## src/rtl/eprom_pkg.sv

```systemverilog
package eprom_pkg;

    typedef enum logic [2:0] {
        MD_READ,
        MD_ODIS,
        MD_STBY,
        MD_PROG,
        MD_INHIB,
        MD_VERIFY,
        MD_SIG
    } mode_e;

    typedef enum logic [1:0] {
        PG_IDLE,
        PG_PULSE,
        PG_WRITE
    } pg_state_e;

    localparam logic [7:0] SIG_MFG = 8'h97;
    localparam logic [7:0] SIG_DEV = 8'h50;
    localparam logic [7:0] ERASED  = 8'hFF;
    localparam logic [7:0] UNDRIVEN = 8'h00;

endpackage

```

## src/rtl/eprom_prog_fsm.sv

```systemverilog
module eprom_prog_fsm
    import eprom_pkg::*;
#(
    parameter int AW        = 4,
    parameter int MIN_PULSE = 4
) (
    input  logic          clk,
    input  logic          rst_n,
    input  logic          prog_req,
    input  logic [AW-1:0] addr,
    input  logic [7:0]    din,
    output logic          wr_en,
    output logic [AW-1:0] wr_addr,
    output logic [7:0]    wr_data
);

    localparam int CW = $clog2(MIN_PULSE + 1);
    localparam logic [CW-1:0] CNT_MAX = CW'(MIN_PULSE);

    pg_state_e state, state_nx;
    logic [CW-1:0] cnt;

    // state register
    always_ff @(posedge clk) begin
        if (!rst_n) state <= PG_IDLE;
        else        state <= state_nx;
    end

    // pulse counter and capture of address and data
    always_ff @(posedge clk) begin
        if (!rst_n) begin
            cnt     <= '0;
            wr_addr <= '0;
            wr_data <= ERASED;
        end else if (state == PG_IDLE && prog_req) begin
            cnt     <= CW'(1);
            wr_addr <= addr;
            wr_data <= din;
        end else if (state == PG_PULSE && prog_req && cnt != CNT_MAX) begin
            cnt <= cnt + CW'(1);
        end
    end

    // next state
    always_comb begin
        state_nx = state;
        unique case (state)
            PG_IDLE:  if (prog_req) state_nx = PG_PULSE;
            PG_PULSE: begin
                if (!prog_req) state_nx = (cnt >= CNT_MAX) ? PG_WRITE : PG_IDLE;
            end
            PG_WRITE: state_nx = PG_IDLE;
            default:  state_nx = PG_IDLE;
        endcase
    end

    // outputs
    always_comb begin
        wr_en = (state == PG_WRITE);
    end

endmodule

```

## config.mk

```make
export PLATFORM = sky130hd
export DESIGN_NAME = eprom_prog_fsm
export DESIGN_NICKNAME = d
export VERILOG_FILES = /design/src/rtl/eprom_pkg.sv /design/src/rtl/eprom_prog_fsm.sv
export SDC_FILE = /design/constraint.sdc
export NUM_CORES = 1
export LEC_CHECK = 0
export BUFFER_PORTS_ARGS = -buffer_cell sky130_fd_sc_hd__buf_4
export CAP_MARGIN = 20
export CORE_MARGIN = 2
export CORE_UTILIZATION = 48
export DETAILED_ROUTE_END_ITERATION = 7
export GPL_TIMING_DRIVEN = 0
export PLACE_DENSITY = 0.79
export SLEW_MARGIN = 40
export SYNTH_ARGS = -nofsm -noshare
export SYNTH_HDL_FRONTEND = slang
export SYNTH_SLANG_ARGS = --single-unit
```

## constraint.sdc

```tcl
create_clock -name clk -period 2.1 [get_ports clk]
set_input_delay 0.42 -clock clk [delete_from_list [all_inputs] [get_ports clk]]
set_output_delay 0.42 -clock clk [all_outputs]
set_load 0.05 [all_outputs]
```

Word-level counts from Yosys, hierarchy flattened --
Index checks and enable logic that the tools add are counted.
Cells by class: $add $sub $neg 1, magnitude comparators 1, equal/unequal tests 5, muxes and demuxes 6, bitwise logic cells 1, reductions and logical operators 7
Operator list (number):
- 2-bit two-way mux | 3
- 2-bit != test (second input constant) | 2
- 2-bit one-hot mux with 2 select lines | 1
- 3-bit by 1-bit adder with 3-bit output (second input constant) | 1
- 3-bit >= comparator (second input constant) | 1
- 1-bit logical AND | 3
- 3-bit != test (second input constant) | 1
- 2-bit by 1-bit == test with 1-bit output (second input constant) | 1
- 2-bit == test (second input constant) | 1
- 2-bit logical NOT | 1
- 1-bit two-way mux | 2
- 2-bit AND reduction | 1
- 2-bit nonzero test | 1
- 2-bit OR reduction | 1
- 1-bit NOT | 1
Storage, ports and cells: register bits 17, bits of input ports 15, output and inout port bits 13

Longest topological paths before layout --
Gate-level depths: netlist of run 1.
depth in word-level cells 5, mapped depth 5

Worst setup path before layout of run 1 --
No wires, ideal clock.
kind input to register, start point input port prog_req, end point register wr_data[0], library setup time 0.125 ns, arrival 1.048 ns, setup slack 0.928 ns, stages on the path 4, buffers on the path 1, cells stage by stage or3b_4 buf_6 nand2_1 nand3_1
On the way: word-level cells in the longest chain between the ends 1
RTL lines:
- start: declaration | RTL line eprom_prog_fsm.sv:9 | input logic prog_req,
- 1-bit logical AND | RTL line eprom_prog_fsm.sv:35 | end else if (state == PG_IDLE && prog_req) begin
- end signal: assignment | RTL line eprom_prog_fsm.sv:38 | wr_data <= din;
- end: declaration | RTL line eprom_prog_fsm.sv:14 | output logic [7:0] wr_data
Every way passes these cells. A chain may end at the register's enable or synchronous reset.

Final worst setup path of run 1 --
start point register state[0], end point output port wr_en
On the way: word-level cells in the longest chain between the ends 1
RTL lines:
- start: declaration | RTL line eprom_prog_fsm.sv:20 | pg_state_e state, state_nx;
- start signal: assignment | RTL line eprom_prog_fsm.sv:26 | else state <= state_nx;
- 2-bit == test | RTL line eprom_prog_fsm.sv:59 | wr_en = (state == PG_WRITE);
- end: declaration | RTL line eprom_prog_fsm.sv:12 | output logic wr_en,
Every way passes these cells.

==> results of run 1 <==
layout make-up:
type	count	area [um^2]
fillers	103	397
repair buffers	26	195
plain buffers	4	26.3
flip-flops and latches	17	340
clock buffers	3	22.5
multi-input cells	59	322
well taps	15	18.8
inverters	2	7.51
clock inverters	1	5.00
flip-flops by register name (all words and copies together), names as in the netlist:
register	count
cnt	3
wr_addr	4
state	2
wr_data	8
worst min-delay path, stage by stage:
cell and delay (ns):
buf_4 0.07, nand2_1 0.04, nand3_1 0.06
cells by family after synthesis:
logic type / after synthesis / synth area share
buffers and inverters: 6 / 0.0486
flip-flops: 17 / 0.489
AND/OR/NAND/NOR: 47 / 0.329
AO/OA/AOI/OAI: 10 / 0.0971
adder cells (fa/ha/maj): 2 / 0.0360
cell usage in the layout (no fill, tap or decap), drive strengths merged, types with 2 or more instances in the layout:
master	Yosys	final
nand2	28	28
clkbuf	0	3
nor3b	2	2
dfxtp	17	17
nand3	9	9
a21boi	4	4
inv	2	2
a21oi	2	2
buf	4	30
a31oi	2	2
ha	2	2
stage by stage:
stage	instances	total power (uW)	util
2_1_floorplan	82	466	-
3_3_place_gp	123	518	0.682
3_5_place_dp	123	522	0.682
4_1_cts	127	693	0.703
5_1_grt	127	722	0.703
6_report	127	687	0.703
path summary, 6_finish.rpt:
| check | cells after the start | slack, ns | end |
|---|---|---|---|
| setup / recovery | 2 | 0.46 | wr_en |
| hold / removal | 3 | 0.33 | wr_data[7] |
| setup reg to reg | 4 | 0.86 | wr_data[3] |
| hold reg to reg | 2 | 0.47 | wr_addr[3] |
layer usage:
metal  wire [um]  part of all wire  global-route usage
met1         668              0.45               0.214
met2         683              0.46               0.269
met3         111             0.075              0.0560
met4          12            0.0081              0.0563
met5           0                 0                   0
power by group through the flow:
stage                     Combinational [uW]  Clock (uW)  Sequential, uW
after floorplan                         50.2           0             416
after global placement                   158           0             361
after detailed placement                 160           0             362
after CTS                                161         178             355
after global routing                     171         194             357
final                                    160         172             355
==> summary.md, run 1 <==
- **outcome** completed
- **total clock buffers created by CTS** 3
- **count of final max-slew check failures** 0
- **worst setup slack after placement** 0.761 ns
- **number of cells produced by synthesis** 82
- **data required time at the worst endpoint** 1.68 ns
- **fraction of registers with async set/reset** 0
- **cell area after technology mapping** 696 um^2
- **Overall Global Routing Usage** 0.168
- **headroom to the max-slew limit** 0.812
- **area growth from synthesis to layout** 34.7%
- **Post-DP HPWL** 1100 um
- **DR vias/cell** 5.13
- **slowest library cell on the worst path** dfxtp_1
- **Seq/Total Area, Yosys** 0.489
- **switching part of the total** 0.308
- **number of nets in the layout** 130
- **main flop type after synthesis** dfxtp_1
- **Worst Slack Setup Final** 0.464 ns
- **part of the total power dissipated in combinational logic** 0.233
- **I/O pin total** 28
- **Max IR drop VDD** 497 uV
- **FF+latch count, synth** 17
- **CP peak stage delay** 0.49 ns
- **drt pass-1 iters** 5
- **RSZ-0062 raised after global routing** false
- **most frequently used cell type in the post-synthesis netlist** nand2_1
- **insertion delay of the later-clocked pin in the worst-skew pair** 0.28 ns
- **largest fanout on the critical path** 8
- **clock root buffer** clkbuf_4
- **core area** 1330 um^2
- **Clock Skew** 0.00267 ns
- **site row count** 13
- **buffer depth of the longest clock path** 2
- **clock transition time at the flip-flop clock pins of the worst setup and hold paths** 0.10 ns
- **top cells by area in the synthesized netlist** dfxtp_1 (49%), nand2_1 (15%), nand3_1 (6.5%), ha_1 (3.6%), buf_2 (2.2%)
- **routed len/inst** 11.6 um
- **pin count of the biggest net entering global routing** 11
- **post-route clock period utilization** 0.779
- **Die Height** 42.1 um
- **Buffers & Inverters on Critical Path** 1
- **cell family contributing the most delay on the critical path** flip-flops
- **switching power** 212 uW
- **maximum level of the CTS H-tree** 1
- **Max-cap violations** 0
- **proportion of netlist area held by the largest area contributor** 0.489
- **CP cell instances** and2b_2, buf_4
- **net count of the mapped netlist** 99
- **die area** 1770 um^2
- **Diodes inserted** 0
- **proportion of power drawn by flip-flops and latches** 0.517
- **total power density per cell area** 733 nW/um^2
- **via count of the first global-routing pass** 576
- **actual transition at the worst max-transition pin** 0.282 ns
- **number of enable flip-flop cells after synthesis** 0
- **number of antenna-violating nets in the routed design** 0
- **Final Wtd Congestion** 0.704
- **overall die width** 42.1 um
- **nature of the critical path startpoint** flip-flop
- **design internal power** 475 uW
- **number of warning messages in the yosys log** 0
- **buffers inserted during post-CTS setup optimization** 0
- **Starting Density** 0.522
- **Netlist cell types** 23
- **count of cells resized by post-cts repair** 0
- **critical path capture point type** primary output
- **number of clock sinks seen by CTS** 17
- **setup total negative slack** 0 ns
- **wirelength, routed** 1480 um
- **leakage power figure** 0.000444 uW
- **endpoints failing setup** 0
- **maximum achievable frequency** 0.611 GHz
- **start point of the critical path** state[0]
- **global-route wire length before repair** 2320 um
- **share of power burned in the clock network** 0.250
- **initial DRC count** 11
- **via count** 651
- **Worst Path Class, Setup** reg2out
- **synthesized area per cell** 8.48 um^2
- **startpoint of the lowest-slack register-to-register path** state[0]
- **initial antenna violation count** 0
- **worst min-delay path category** in2reg
- **most frequent cells after synthesis** nand2_1 (28), dfxtp_1 (17), nand3_1 (9)
- **largest area contributor in the synthesized netlist** dfxtp_1
- **number of hold violations in the final report** 0
- **global route total overflow** 0
- **startpoint of the lowest-slack hold path** din[7]
- **worst hold-check slack** 0.335 ns
- **number of port buffers** 26
- **placed inst area** 910 um^2
- **fraction of layout instances using a drive strength above 1** 0.339
- **clock period minus worst slack** 1.64 ns
- **number of remaining DRC errors** 0
- **hold_buf cts** 0
- **total non-filler cell area in the finished layout** 937 um^2
- **Arr. time, crit path** 1.22 ns
- **TritonCTS clock tree** yes
(Power assumes the default switching activity.)
==> inputs of run 2 (changes only) <==
Settings changed: CORE_UTILIZATION 48 to 45, PLACE_DENSITY 0.79 to 0.75.
Clock period 2.1 ns to 1.68 ns, I/O delays scaled along.
==> summary.md, run 2 (synthesis gave the netlist of run 1 again) <==
- **placed inst area** 911 um^2, was 910 um^2
- **data required time at the worst endpoint** 1.34 ns, was 1.68 ns
- **via count** 645, was 651
- **fraction of layout instances using a drive strength above 1** 0.339, unchanged
- **CP peak stage delay** 0.48 ns, was 0.49 ns
- **area growth from synthesis to layout** 34.9%, was 34.7%
- **site row count** 14, was 13
- **leakage power figure** 0.000444 uW, unchanged
- **post-route clock period utilization** 0.914
- **clock transition time at the flip-flop clock pins of the worst setup and hold paths** 0.10 ns, about the same
- **share of power burned in the clock network** 0.246, was 0.250
- **worst min-delay path category** in2reg, unchanged
- **maximum achievable frequency** 0.651 GHz
- **Max-cap violations** 0, unchanged
- **part of the total power dissipated in combinational logic** 0.235, was 0.233
- **top register by number of flip-flops** wr_data, unchanged
- **total power density per cell area** 908 nW/um^2, was 733 nW/um^2
- **global-route wire length before repair** 2460 um, was 2320 um
- **outcome** completed, unchanged
- **critical path capture point type** primary output, unchanged
- **number of nets in the layout** 130, unchanged
- **total clock buffers created by CTS** 3, unchanged
- **Die Height** 43.3 um, was 42.1 um
- **drt pass-1 iters** 4, was 5
- **slowest library cell on the worst path** dfxtp_1, unchanged
- **Largest regs** wr_data x8, wr_addr x4, cnt x3, unchanged
- **initial antenna violation count** 0, unchanged
- **most frequent standard cell in the layout excluding fill and tap cells** nand2_1, unchanged
- **setup total negative slack** 0 ns, unchanged
- **buffer depth of the longest clock path** 2, unchanged
- **Overall Global Routing Usage** 0.172, was 0.168
- **worst hold-check slack** 0.261 ns, was 0.335 ns
- **global route total overflow** 0, unchanged
- **maximum level of the CTS H-tree** 1, unchanged
- **combined flip-flop and latch cell area** 340 um^2, unchanged
- **I/O pin total** 28, unchanged
- **nature of the critical path startpoint** flip-flop, unchanged
- **CP cell instances** and2b_2, buf_4, unchanged
- **largest fanout on the critical path** 8, unchanged
- **total non-filler cell area in the finished layout** 938 um^2, was 937 um^2
- **proportion of power drawn by flip-flops and latches** 0.519, was 0.517
- **insertion delay of the later-clocked pin in the worst-skew pair** 0.28 ns, about the same
- **number of antenna-violating nets in the routed design** 0, unchanged
- **number of hold violations in the final report** 0, unchanged
- **DR vias/cell** 5.04, was 5.13
- **pin count of the biggest net entering global routing** 11, unchanged
- **Final Wtd Congestion** 0.741, was 0.704
- **Worst Path Class, Setup** reg2out, unchanged
- **buffers inserted during post-CTS setup optimization** 0, unchanged
- **die area** 1880 um^2, was 1770 um^2
- **routed len/inst** 11.2 um, was 11.6 um
- **TritonCTS clock tree** yes, unchanged
- **final core area utilization** 0.638, was 0.703
- **core area** 1470 um^2, was 1330 um^2
- **RSZ-0062 raised after global routing** false, unchanged
- **Max IR drop VDD** 453 uV, was 497 uV
- **wirelength, routed** 1430 um, was 1480 um
- **number of remaining DRC errors** 0, unchanged
- **switching part of the total** 0.303, was 0.308
- **number of clock sinks seen by CTS** 17, unchanged
- **hold_buf cts** 0, unchanged
- **count of fill cells added during filler insertion** 148, was 103
- **flip-flop count of the largest register, all copies and words added** 8, unchanged
- **number of port buffers** 26, unchanged
- **multi-input gate area in the final layout** 322 um^2, unchanged
- **clock period minus worst slack** 1.54 ns
- **clock root buffer** clkbuf_4, unchanged
- **switching power** 259 uW, was 212 uW
- **endpoints failing setup** 0, unchanged
- **actual transition at the worst max-transition pin** 0.263 ns, was 0.282 ns
- **most used cells in the layout excluding fill and tap cells** nand2_1 (28), buf_4 (26), dfxtp_1 (17), nand3_1 (9), unchanged
- **via count of the first global-routing pass** 644, was 576
- **count of cells resized by post-cts repair** 0, unchanged
- **Diodes inserted** 0, unchanged
- **headroom to the max-slew limit** 0.825, was 0.812
- **Arr. time, crit path** 1.20 ns, was 1.22 ns
- **Post-DP HPWL** 1150 um, was 1100 um
- **Starting Density** 0.473, was 0.522
- **overall die width** 43.3 um, was 42.1 um
- **Clock Skew** 0.00338 ns, was 0.00267 ns
- **count of final max-slew check failures** 0, unchanged
- **initial DRC count** 2, was 11
- **design internal power** 594 uW, was 475 uW
==> run 2: cell counts in the layout (fill, tap and decap cells not counted) <==
Identical to the previous run, type by type.
==> run 2: worst paths after layout <==
check / from / to / slack [ns] / depth (start not counted)
worst min register to register: wr_addr[3] / wr_addr[3] / 0.46 / 2
worst max register to register: state[0] / wr_data[4] / 0.47 / 4
worst min-delay path: din[1] / wr_data[1] / 0.26 / 3
worst max-delay path: state[0] / wr_en / 0.14 / 2
==> run 2: worst max-delay path: cells and delay by family, from the launching register on <==
kind	cells	cell delay (ns)
DFF	1	0.48
and+or+nand+nor	1	0.26
buffers and inverters	1	0.19
==> run 2: per-layer routing <==
| layer | track usage | part of all wire | vias to the layer above |
|---|---|---|---|
| met2 | 0.313 | 0.52 | 17 |
| li1 | - | - | 334 |
| met5 | 0 | 0 | - |
| met3 | 0.0511 | 0.075 | 0 |
| met4 | 0.0364 | 0 | 0 |
| met1 | 0.198 | 0.41 | 294 |
==> run 2: metrics by stage <==
stage                     power (uW)  worst slack [ns]  std cells
after floorplan                  583             0.559         82
after global placement           649             0.448        124
after detailed placement         655             0.418        124
after CTS                        862             0.146        128
after global routing             899            0.0927        128
final                            852             0.145        128
==> run 2: final cells by class <==
class | instances | area share
multi-input combinational | 59 | 0.343
buffer | 4 | 0.0280
clock inverter | 1 | 0.00533
timing repair buffer | 26 | 0.208
tap | 16 | 0.0213
clock buffer | 3 | 0.0240
inverter | 2 | 0.00800
sequential | 17 | 0.363
==> run 2: power by group through the flow <==
stage,Sequential (uW),Combinational (uW),Clock [uW]
detailed placement,452,203,0
finish,443,200,210
global route,447,216,236
floorplan,520,62.8,0
CTS,443,203,217
global placement,451,198,0
